$ cat src/rtl/hazard_fwd_unit.sv
module hazard_fwd_unit #(
  parameter int CW = 32,
  parameter int RW = 5
) (
  input  logic          clk,
  input  logic          rst_n,
  input  logic [31:0]   id_instr,
  input  logic [CW-1:0] id_ctrl,
  input  logic [CW-1:0] ex_ctrl,
  input  logic [CW-1:0] mem_ctrl,
  output logic [1:0]    sel_a,
  output logic [1:0]    sel_b,
  output logic          pc_we,
  output logic          ir_we,
  output logic [CW-1:0] ex_ctrl_o
);
  localparam logic [1:0] SEL_RF  = 2'b00;
  localparam logic [1:0] SEL_ALU = 2'b01;
  localparam logic [1:0] SEL_MEM = 2'b10;

  logic [RW-1:0] rs, rt, ex_dst, mem_dst;
  logic use_rs, use_rt, ex_wr, mem_wr, ex_early;
  logic hit1_a, hit1_b, hit2_a, hit2_b, stall;

  assign rs      = id_instr[25:21];
  assign rt      = id_instr[20:16];
  assign use_rs  = ~id_ctrl[5];
  assign use_rt  = (id_ctrl[17:16] == 2'b00) | id_ctrl[6];

  assign ex_dst  = ex_ctrl[13:9];
  assign mem_dst = mem_ctrl[13:9];
  assign ex_wr   = ex_ctrl[8]  & (ex_dst  != '0);
  assign mem_wr  = mem_ctrl[8] & (mem_dst != '0);
  assign ex_early = ex_ctrl[14];

  assign hit1_a = use_rs & ex_wr  & (ex_dst  == rs);
  assign hit1_b = use_rt & ex_wr  & (ex_dst  == rt);
  assign hit2_a = use_rs & mem_wr & (mem_dst == rs);
  assign hit2_b = use_rt & mem_wr & (mem_dst == rt);

  always_comb begin
    sel_a = SEL_RF;
    if (hit1_a)      sel_a = ex_early ? SEL_ALU : SEL_RF;
    else if (hit2_a) sel_a = SEL_MEM;
    sel_b = SEL_RF;
    if (hit1_b)      sel_b = ex_early ? SEL_ALU : SEL_RF;
    else if (hit2_b) sel_b = SEL_MEM;
  end

  assign stall     = (hit1_a | hit1_b) & ~ex_early;
  assign pc_we     = ~stall;
  assign ir_we     = ~stall;
  assign ex_ctrl_o = stall ? '0 : id_ctrl;

  p_sel_legal_r1: assert property (@(posedge clk) disable iff (!rst_n)
    (sel_a != 2'b11) && (sel_b != 2'b11));
  p_hold_pair_r3: assert property (@(posedge clk) disable iff (!rst_n)
    pc_we == ir_we);
  p_bubble_zero_r3: assert property (@(posedge clk) disable iff (!rst_n)
    !pc_we |-> (ex_ctrl_o == '0));
  p_quiet_r6: assert property (@(posedge clk) disable iff (!rst_n)
    (!ex_ctrl[8] && !mem_ctrl[8]) |-> (sel_a == 2'b00 && sel_b == 2'b00 && pc_we));
  p_unused_r7: assert property (@(posedge clk) disable iff (!rst_n)
    (id_ctrl[5] && id_ctrl[17:16] != 2'b00 && !id_ctrl[6]) |->
      (sel_a == 2'b00 && sel_b == 2'b00 && pc_we));
  p_pass_r8: assert property (@(posedge clk) disable iff (!rst_n)
    pc_we |-> (ex_ctrl_o == id_ctrl));
endmodule

$ cat config.mk
export PLATFORM = sky130hd
export DESIGN_NAME = hazard_fwd_unit
export DESIGN_NICKNAME = d
export VERILOG_FILES = /design/src/rtl/hazard_fwd_unit.sv
export SDC_FILE = /design/constraint.sdc
export NUM_CORES = 1
export LEC_CHECK = 0
export BUFFER_PORTS_ARGS = -buffer_cell sky130_fd_sc_hd__buf_2
export CELL_PAD_IN_SITES_DETAIL_PLACEMENT = 0
export CELL_PAD_IN_SITES_GLOBAL_PLACEMENT = 1
export CORE_ASPECT_RATIO = 1.25
export CORE_MARGIN = 8
export CORE_UTILIZATION = 15
export DETAILED_ROUTE_END_ITERATION = 16
export GPL_ROUTABILITY_DRIVEN = 0
export PLACE_DENSITY = 0.84
export SYNTH_ARGS = -nofsm -noshare
export SYNTH_HDL_FRONTEND = slang
export SYNTH_SLANG_ARGS = --single-unit
$ cat constraint.sdc
create_clock -name vclk -period 2.68
set_clock_uncertainty 0.2 [all_clocks]
set_input_delay 0.134 -clock vclk [all_inputs]
set_output_delay 0.134 -clock vclk [all_outputs]
set_load 0.03 [all_outputs]
==> results of run 1 <==
-- kinds of logic (layout without fill, tap and decap cells) --
| family | count (synthesis) | count (layout) | share of synthesized area |
|---|---|---|---|
| xor+xnor | 20 | 20 | 0.2164 |
| compound gates | 4 | 4 | 0.04173 |
| simple gates | 56 | 56 | 0.6630 |
| buf+inv | 7 | 96 | 0.07882 |
-- synth_stat cells --
cell	count
nor3b_2	30
xnor2_1	19
buf_4	4
nand4_1	4
buf_6	3
nand2_1	3
nor2_1	3
nor3_1	3
and2_1	2
nor3b_1	2
nor4_1	2
or4_1	2
a21oi_1	1
nand3_1	1
nand4b_1	1
nor2b_1	1
nor4_2	1
o21ai_0	1
o21ai_4	1
o21bai_1	1
or4_4	1
xor2_1	1
-- power by group through the flow --
stage               Combinational [mW]  Sequential (mW)  Clock, mW
floorplan                        0.133                0          0
global placement                 0.217                0          0
detailed placement               0.220                0          0
CTS                              0.220                0          0
global route                     0.235                0          0
finish                           0.217                0          0
-- through the flow --
| stage | power, mW | setup WS [ns] | utilization |
|---|---|---|---|
| 2_1_floorplan | 0.1329 | 0.3950 | - |
| 4_1_cts | 0.2205 | 0.2292 | 0.2493 |
| 5_1_grt | 0.2352 | 0.1590 | 0.2493 |
| 3_5_place_dp | 0.2200 | 0.2325 | 0.2493 |
| 6_report | 0.2174 | 0.2800 | 0.2493 |
| 3_3_place_gp | 0.2171 | 0.2871 | 0.2493 |
-- worst max path at each step --
stage	from	end	slack (ns)	cells after the start
final	ex_ctrl[9]	ex_ctrl_o[30]	0.28	7
after floorplan	ex_ctrl[10]	sel_b[1]	0.39	4
after global placement	ex_ctrl[9]	ex_ctrl_o[30]	0.29	7
after CTS	ex_ctrl[9]	ex_ctrl_o[30]	0.23	7
after global routing	ex_ctrl[9]	ex_ctrl_o[30]	0.16	7
after detailed placement	ex_ctrl[9]	ex_ctrl_o[30]	0.23	7
-- critical path, cell delays in order --
cell and delay (ns):
buf_2 0.13, xnor2_1 0.29, nand4_1 0.22, nor4_4 0.64, buf_4 0.38, nor3b_2 0.08, buf_2 0.19
-- cell type report --
| type | count | area, µm² |
|---|---|---|
| Fill cell | 601 | 4001 |
| Multi-Input combinational cell | 80 | 760.7 |
| Tap cell | 64 | 80.08 |
| Timing Repair Buffer | 96 | 488.0 |
-- layer usage --
metal  vias up  wire (µm)  track usage
li1        497          -            -
met1       422       1073      0.06957
met2        67       1445       0.1289
met3         2        571      0.02757
met4         0         31     0.006775
met5         -          0            0
==> metrics.txt, run 1 <==
storage element area=0 µm²; CP startpoint kind=primary input; CORE AREA=5330 µm²; Final Hold Slack=0.4626 ns; first-pass GRT wire length=4636 µm; I/O Pins=168; most common cell after layout, fill and taps aside=buf_2; Resize count post-CTS=0; setup_tns=0 ns; synthesized area=809.5 µm²; worst slew pin tran=0.7923 ns; fin. max-slew vios=0; Design Area, Final=1329 µm²; std cell rows=30; Sw Ratio=0.5679; post-detail-place hpwl=2849 µm; DP Cell Count=240; data required time of the worst path=2.35 ns; most frequent cells in the layout=buf_2, nor3b_2, xnor2_1, nand4_1; Leakage=0.6528 nW; clock network fraction of total power=0; maxcap violations=0; Hold Crit Endpoint=ex_ctrl_o[13]; Post CTS Setup Buffer Count=0; crit path max fanout=15; Worst Hold Class=primary input to output pin; status=finished, final reports clean; Initial Util=0.1519; post-route ant nets=0; Peak VDD IR=0.00005581 V; gr usage total=0.06863; Routed wire per std cell=13.00 µm; die area=8018 µm²; Die Width=81.71 µm; final setup violation count=0; minimum clock period=2.400 ns; slew margin rel.=0.4678; crit end category=output pin; Power per Cell Area=163.6 nW/µm²; Ant. Diodes=0; drt first pass iters=3; critical path class=primary input to output pin; sequential cells=0; leading post-synthesis cells by cell area=nor3b_2, xnor2_1, buf_6, buf_4, nand4_1; Net Count, Synth=217; initial antenna violation count=0; Finished Layout Cells=240; Die Y=98.14 µm; Area Overhead vs Synth=64.14%; port bufs=93; Synth area leader=nor3b_2; Worst Hold Launch=id_ctrl[13]; vias in the first global route=1,054; Yosys Warn Count=0; Synth cell types=22; Synth top area share=0.4637; placed cell areas=1329 µm²; P_int=0.09393 mW; P_sw=0.1234 mW; Avg Inst Size Synth=9.305 µm²; Hold-fix buffers, CTS=0; Mapped Cells=87; Post-route DRC=0; layout cell share with drive strength beyond 1=0.7386; fin nets=308; post-synthesis sequential area ratio=0; WL final=3121 µm; Max Freq=0.4167 GHz; number of failing hold endpoints at the final stage=0; DRT iter0 DRCs=8; worst hold stages=3; routed vias/inst=4.117; Worst EP arrival=2.07 ns; clock buf count=0; Via Count=988; RSZ-0062 raised after global routing=false; Final Cycle Share=0.8955; Reg power frac=0; combinational fraction of design power=1.000; GRT overflow=0; pin count of the biggest net entering global routing=32
Note: power is estimated with default switching activity, not from simulation.
==> inputs of run 2 (changes only) <==
Settings changed: ABC_AREA set to 1, PLACE_DENSITY 0.84 to 0.83.
==> run 2 against run 1 <==
- final cell count rose by 41%
- critical path depth rose by 1
- sequential share of layout area did not move
- synthesized cell count rose by 90%
- global-route usage rose by 0.16 points
- via count rose by 23%
- critical endpoint is now ex_ctrl_o[0]
- largest cell class unchanged
- highest routed layer is now met3
==> metrics.txt, run 2 <==
status=finished, final reports clean; Top cell by count, worst path=buf_2; pin count of the biggest net entering global routing=34; Area Overhead vs Synth=55.25%; initial antenna violation count=0; Synth top area share=0.2769; Reg power frac=0; worst slew pin tran=0.5251 ns; Hold-fix buffers, CTS=0; Power per Cell Area=166.7 nW/µm²; number of failing hold endpoints at the final stage=0; P_sw=0.1531 mW; drt first pass iters=3; Synth area leader=a21oi_2; crit path max fanout=33; fin nets=385; Via Count=1,217; post-route ant nets=0; DRT iter0 DRCs=28; crit path cell chain=buf_2 > o21ai_1 > nand2_1 > nor2_2 > nand3_2 > nand2_4 > a21oi_1 > buf_2; synthesized area=917.1 µm²; Core Util, Final=0.2355; fin. max-slew vios=0; Initial Util=0.1517; Worst Hold Class=primary input to output pin; minimum clock period=1.891 ns; Peak VDD IR=0.00004069 V; Resize count post-CTS=0; Avg Inst Size Synth=5.558 µm²; CP startpoint kind=primary input; first-pass GRT wire length=5333 µm; most frequent cell after synthesis=inv_1; std cell rows=32; post-synthesis sequential area ratio=0; port bufs=93; CORE AREA=6046 µm²; leading post-synthesis cells by cell area=a21oi_2, inv_1, nand2_1, buf_12, xor2_1; Post-route DRC=0; most frequent cells in the layout=buf_2, inv_1, nand2_1, a21oi_2, nor2_1; Crit path max-delay family=simple AND/OR/NAND/NOR gates; most common cell after layout, fill and taps aside=buf_2; Net Count, Synth=295; DP Cell Count=338; maxcap violations=0; Worst EP arrival=1.56 ns; slew margin rel.=0.6500; I/O Pins=168; RSZ-0062 raised after global routing=false; Ant. Diodes=0; die area=8888 µm²; Slowest-stage cell, CP=nand2_4; WL final=3579 µm; Finished Layout Cells=338; post-detail-place hpwl=3133 µm; CP bufs+invs=2; combinational fraction of design power=1.000; Worst path max stage delay=0.42 ns; Synth cell types=22; Die Y=103.4 µm; layout cell share with drive strength beyond 1=0.5296; commonest cells in the netlist=inv_1, nand2_1, a21oi_2; routed vias/inst=3.601; Post CTS Setup Buffer Count=0; setup ws final=0.7894 ns; Mapped Cells=165; gr usage total=0.07025; Yosys Warn Count=0; setup_tns=0 ns; GRT overflow=0; storage element area=0 µm²; final setup violation count=0; Max Freq=0.5289 GHz; Die Width=85.94 µm; clock buf count=0; Sw Ratio=0.6450; clock network fraction of total power=0; critical path class=primary input to output pin; crit end category=output pin; Final Cycle Share=0.7055; P_int=0.08424 mW; vias in the first global route=1,163; sequential cells=0; Worst Setup Slack post-DPL=0.7349 ns; data required time of the worst path=2.35 ns; Routed wire per std cell=10.59 µm; Leakage=0.8721 nW
## run 2: cell count changes in the layout (fill, tap and decap cells not counted), sizes merged, moves of 2 or more
cell	delta
a21oi	+35
and2	-2
o21ai	+2
xor2	+5
nor4	-3
nand4	-2
or4	-3
xnor2	-17
nor3b	-32
nand3	+5
inv	+48
nand2	+34
nor2	+9
## run 2: path summary, 6_finish.rpt
kind | from | end | slack (ns) | depth (start not counted)
worst min-delay path | id_ctrl[31] | ex_ctrl_o[31] | 0.39 | 4
worst max-delay path | id_ctrl[16] | ex_ctrl_o[0] | 0.79 | 8
## run 2: cell families (layout without fill, tap and decap cells)
family	after synthesis	count (layout)	synth area share
AND/OR/NAND/NOR	61	61	0.2988
buffers and inverters	56	144	0.2879
AO/OA/AOI/OAI	40	40	0.3370
XOR/XNOR	8	8	0.07640
## run 2: routing by layer
metal | up-vias | global-route usage | routed length, µm
li1 | 670 | - | -
met1 | 501 | 0.08761 | 1582
met2 | 46 | 0.1276 | 1716
met3 | 0 | 0.01423 | 279
met4 | 0 | 0 | 0
met5 | - | 0 | 0
## run 2: per-stage QoR
step	cell area, µm²	power [mW]	hold slack (ns)
final	1424	0.2373	0.3942
after global routing	1424	0.2619	0.4124
after CTS	1424	0.2406	0.3944
after detailed placement	1424	0.2396	0.3944
after global placement	1424	0.2381	0.3950
after floorplan	917.1	0.1505	0.1846
## run 2: tightest hold or removal path: stages
cell and delay (ns):
buf_2 0.09, inv_1 0.04, a21oi_1 0.03, buf_2 0.16
## run 2: cell type report
cell class                      instances  area, µm²
Timing Repair Buffer                   95      480.5
Multi-Input combinational cell        109      653.1
Inverter                               49      183.9
Fill cell                             695       4622
Tap cell                               85      106.4
## run 2: power by group through the flow
stage / Combinational (mW) / Clock, mW / Sequential, mW
global placement: 0.238 / 0 / 0
CTS: 0.241 / 0 / 0
finish: 0.237 / 0 / 0
detailed placement: 0.240 / 0 / 0
floorplan: 0.150 / 0 / 0
global route: 0.262 / 0 / 0
==> inputs of run 3 (changes only) <==
Settings changed: CORE_UTILIZATION 15 to 14, PLACE_DENSITY 0.83 to 0.78.
Clock period 2.68 ns to 1.86 ns, I/O delays scaled along.
==> run 3 against run 2 <==
- first-iteration DRC count increased by 14%
- utilization fell by 0.71 points
- power grew 47%
- die area is 5.9% higher
- via count increased by 2.6%
- non-clock buffer count grew 1
- worst setup slack worse by 0.53 ns
- wire length up 1.6%
- global-route usage fell by 0.15 points
- critical path type unchanged
==> metrics.txt, run 3 (synthesized netlist as in run 2, its figures left out) <==
status=finished, final reports clean; Leakage=0.8883 nW; fin. max-slew vios=0; Worst Setup Slack post-DPL=0.2252 ns; Routed wire per std cell=10.66 µm; Fillers=762; WL final=3635 µm; port bufs=93; Area Overhead vs Synth=60.44%; vias in the first global route=1,246; Hold-fix buffers, CTS=0; std cell rows=33; number of failing hold endpoints at the final stage=0; crit path max fanout=17; worst slew pin tran=0.2327 ns; multi-input logic area=653.1 µm²; routed vias/inst=3.663; RSZ-0062 raised after global routing=false; GRT overflow=0; critical path class=primary input to output pin; Final Hold Slack=0.3176 ns; fin nets=386; setup ws final=0.2631 ns; CORE AREA=6441 µm²; crit end category=output pin; Max Freq=0.6262 GHz; most frequent cells in the layout=buf_2, inv_1, nand2_1, a21oi_2, nor2_1; sequential cells=0; post-route ant nets=0; CP startpoint kind=primary input; most common cell after layout, fill and taps aside=buf_2; initial antenna violation count=0; first-pass GRT wire length=5540 µm; Power per Cell Area=236.5 nW/µm²; drt first pass iters=4; gr usage total=0.06872; slew margin rel.=0.8438; maxcap violations=0; minimum clock period=1.597 ns; met2 WL=1795 µm; pin count of the biggest net entering global routing=36; Worst EP arrival=1.30 ns; clock buf count=0; routed wl met3=428 µm; Post CTS Setup Buffer Count=0; Final Cycle Share=0.8586; final setup violation count=0; I/O Pins=168; Peak VDD IR=0.00005683 V; post-detail-place hpwl=3201 µm; Post-route DRC=0; DRT iter0 DRCs=32; die area=9413 µm²; Ant. Diodes=0; Die Y=106.5 µm; Worst Hold Class=primary input to output pin; highest routed metal layer=met3; Initial Util=0.1424; Resize count post-CTS=0; storage element area=0 µm²; Via Count=1,249; layout cell share with drive strength beyond 1=0.5315; data required time of the worst path=1.57 ns; Met1 Routed Length=1411 µm; setup_tns=0 ns; Die Width=88.39 µm
run 3: cell type report:
class,instances,share of cell area
Inverter,49,0.1250
Multi-Input combinational cell,109,0.4439
Tap cell,87,0.07398
Timing Repair Buffer,96,0.3571
run 3: power breakdown:
group	total (mW)	internal [mW]	switching (mW)	leakage, nW
Clock	0	0	0	0
Sequential	0	0	0	0
Combinational	0.348	0.126	0.222	0.888
run 3: metal layers:
layer,up-vias,GRT usage
li1,674,-
met1,523,0.08046
met2,52,0.1311
met3,0,0.01157
met4,0,0
met5,-,0
run 3: final timing paths:
check / start / endpoint / slack, ns / cells past startpoint
min: id_ctrl[0] / ex_ctrl_o[0] / 0.32 / 4
max: id_ctrl[16] / ex_ctrl_o[5] / 0.26 / 9
run 3: worst max-delay path, stage by stage:
cell     delay (ns)
buf_2          0.11
o21ai_1        0.22
nand2_1        0.10
nor2_2         0.12
nand3_2        0.12
nand2_4        0.12
buf_12         0.17
a21oi_2        0.07
buf_2          0.18
run 3: stage by stage:
step	std cells	total power, mW	instance area (µm²)	util
after global placement	341	0.3498	1471	0.2284
after floorplan	165	0.2168	917.1	-
after global routing	341	0.3837	1471	0.2284
after detailed placement	341	0.3523	1471	0.2284
final	341	0.3480	1471	0.2284
after CTS	341	0.3535	1471	0.2284
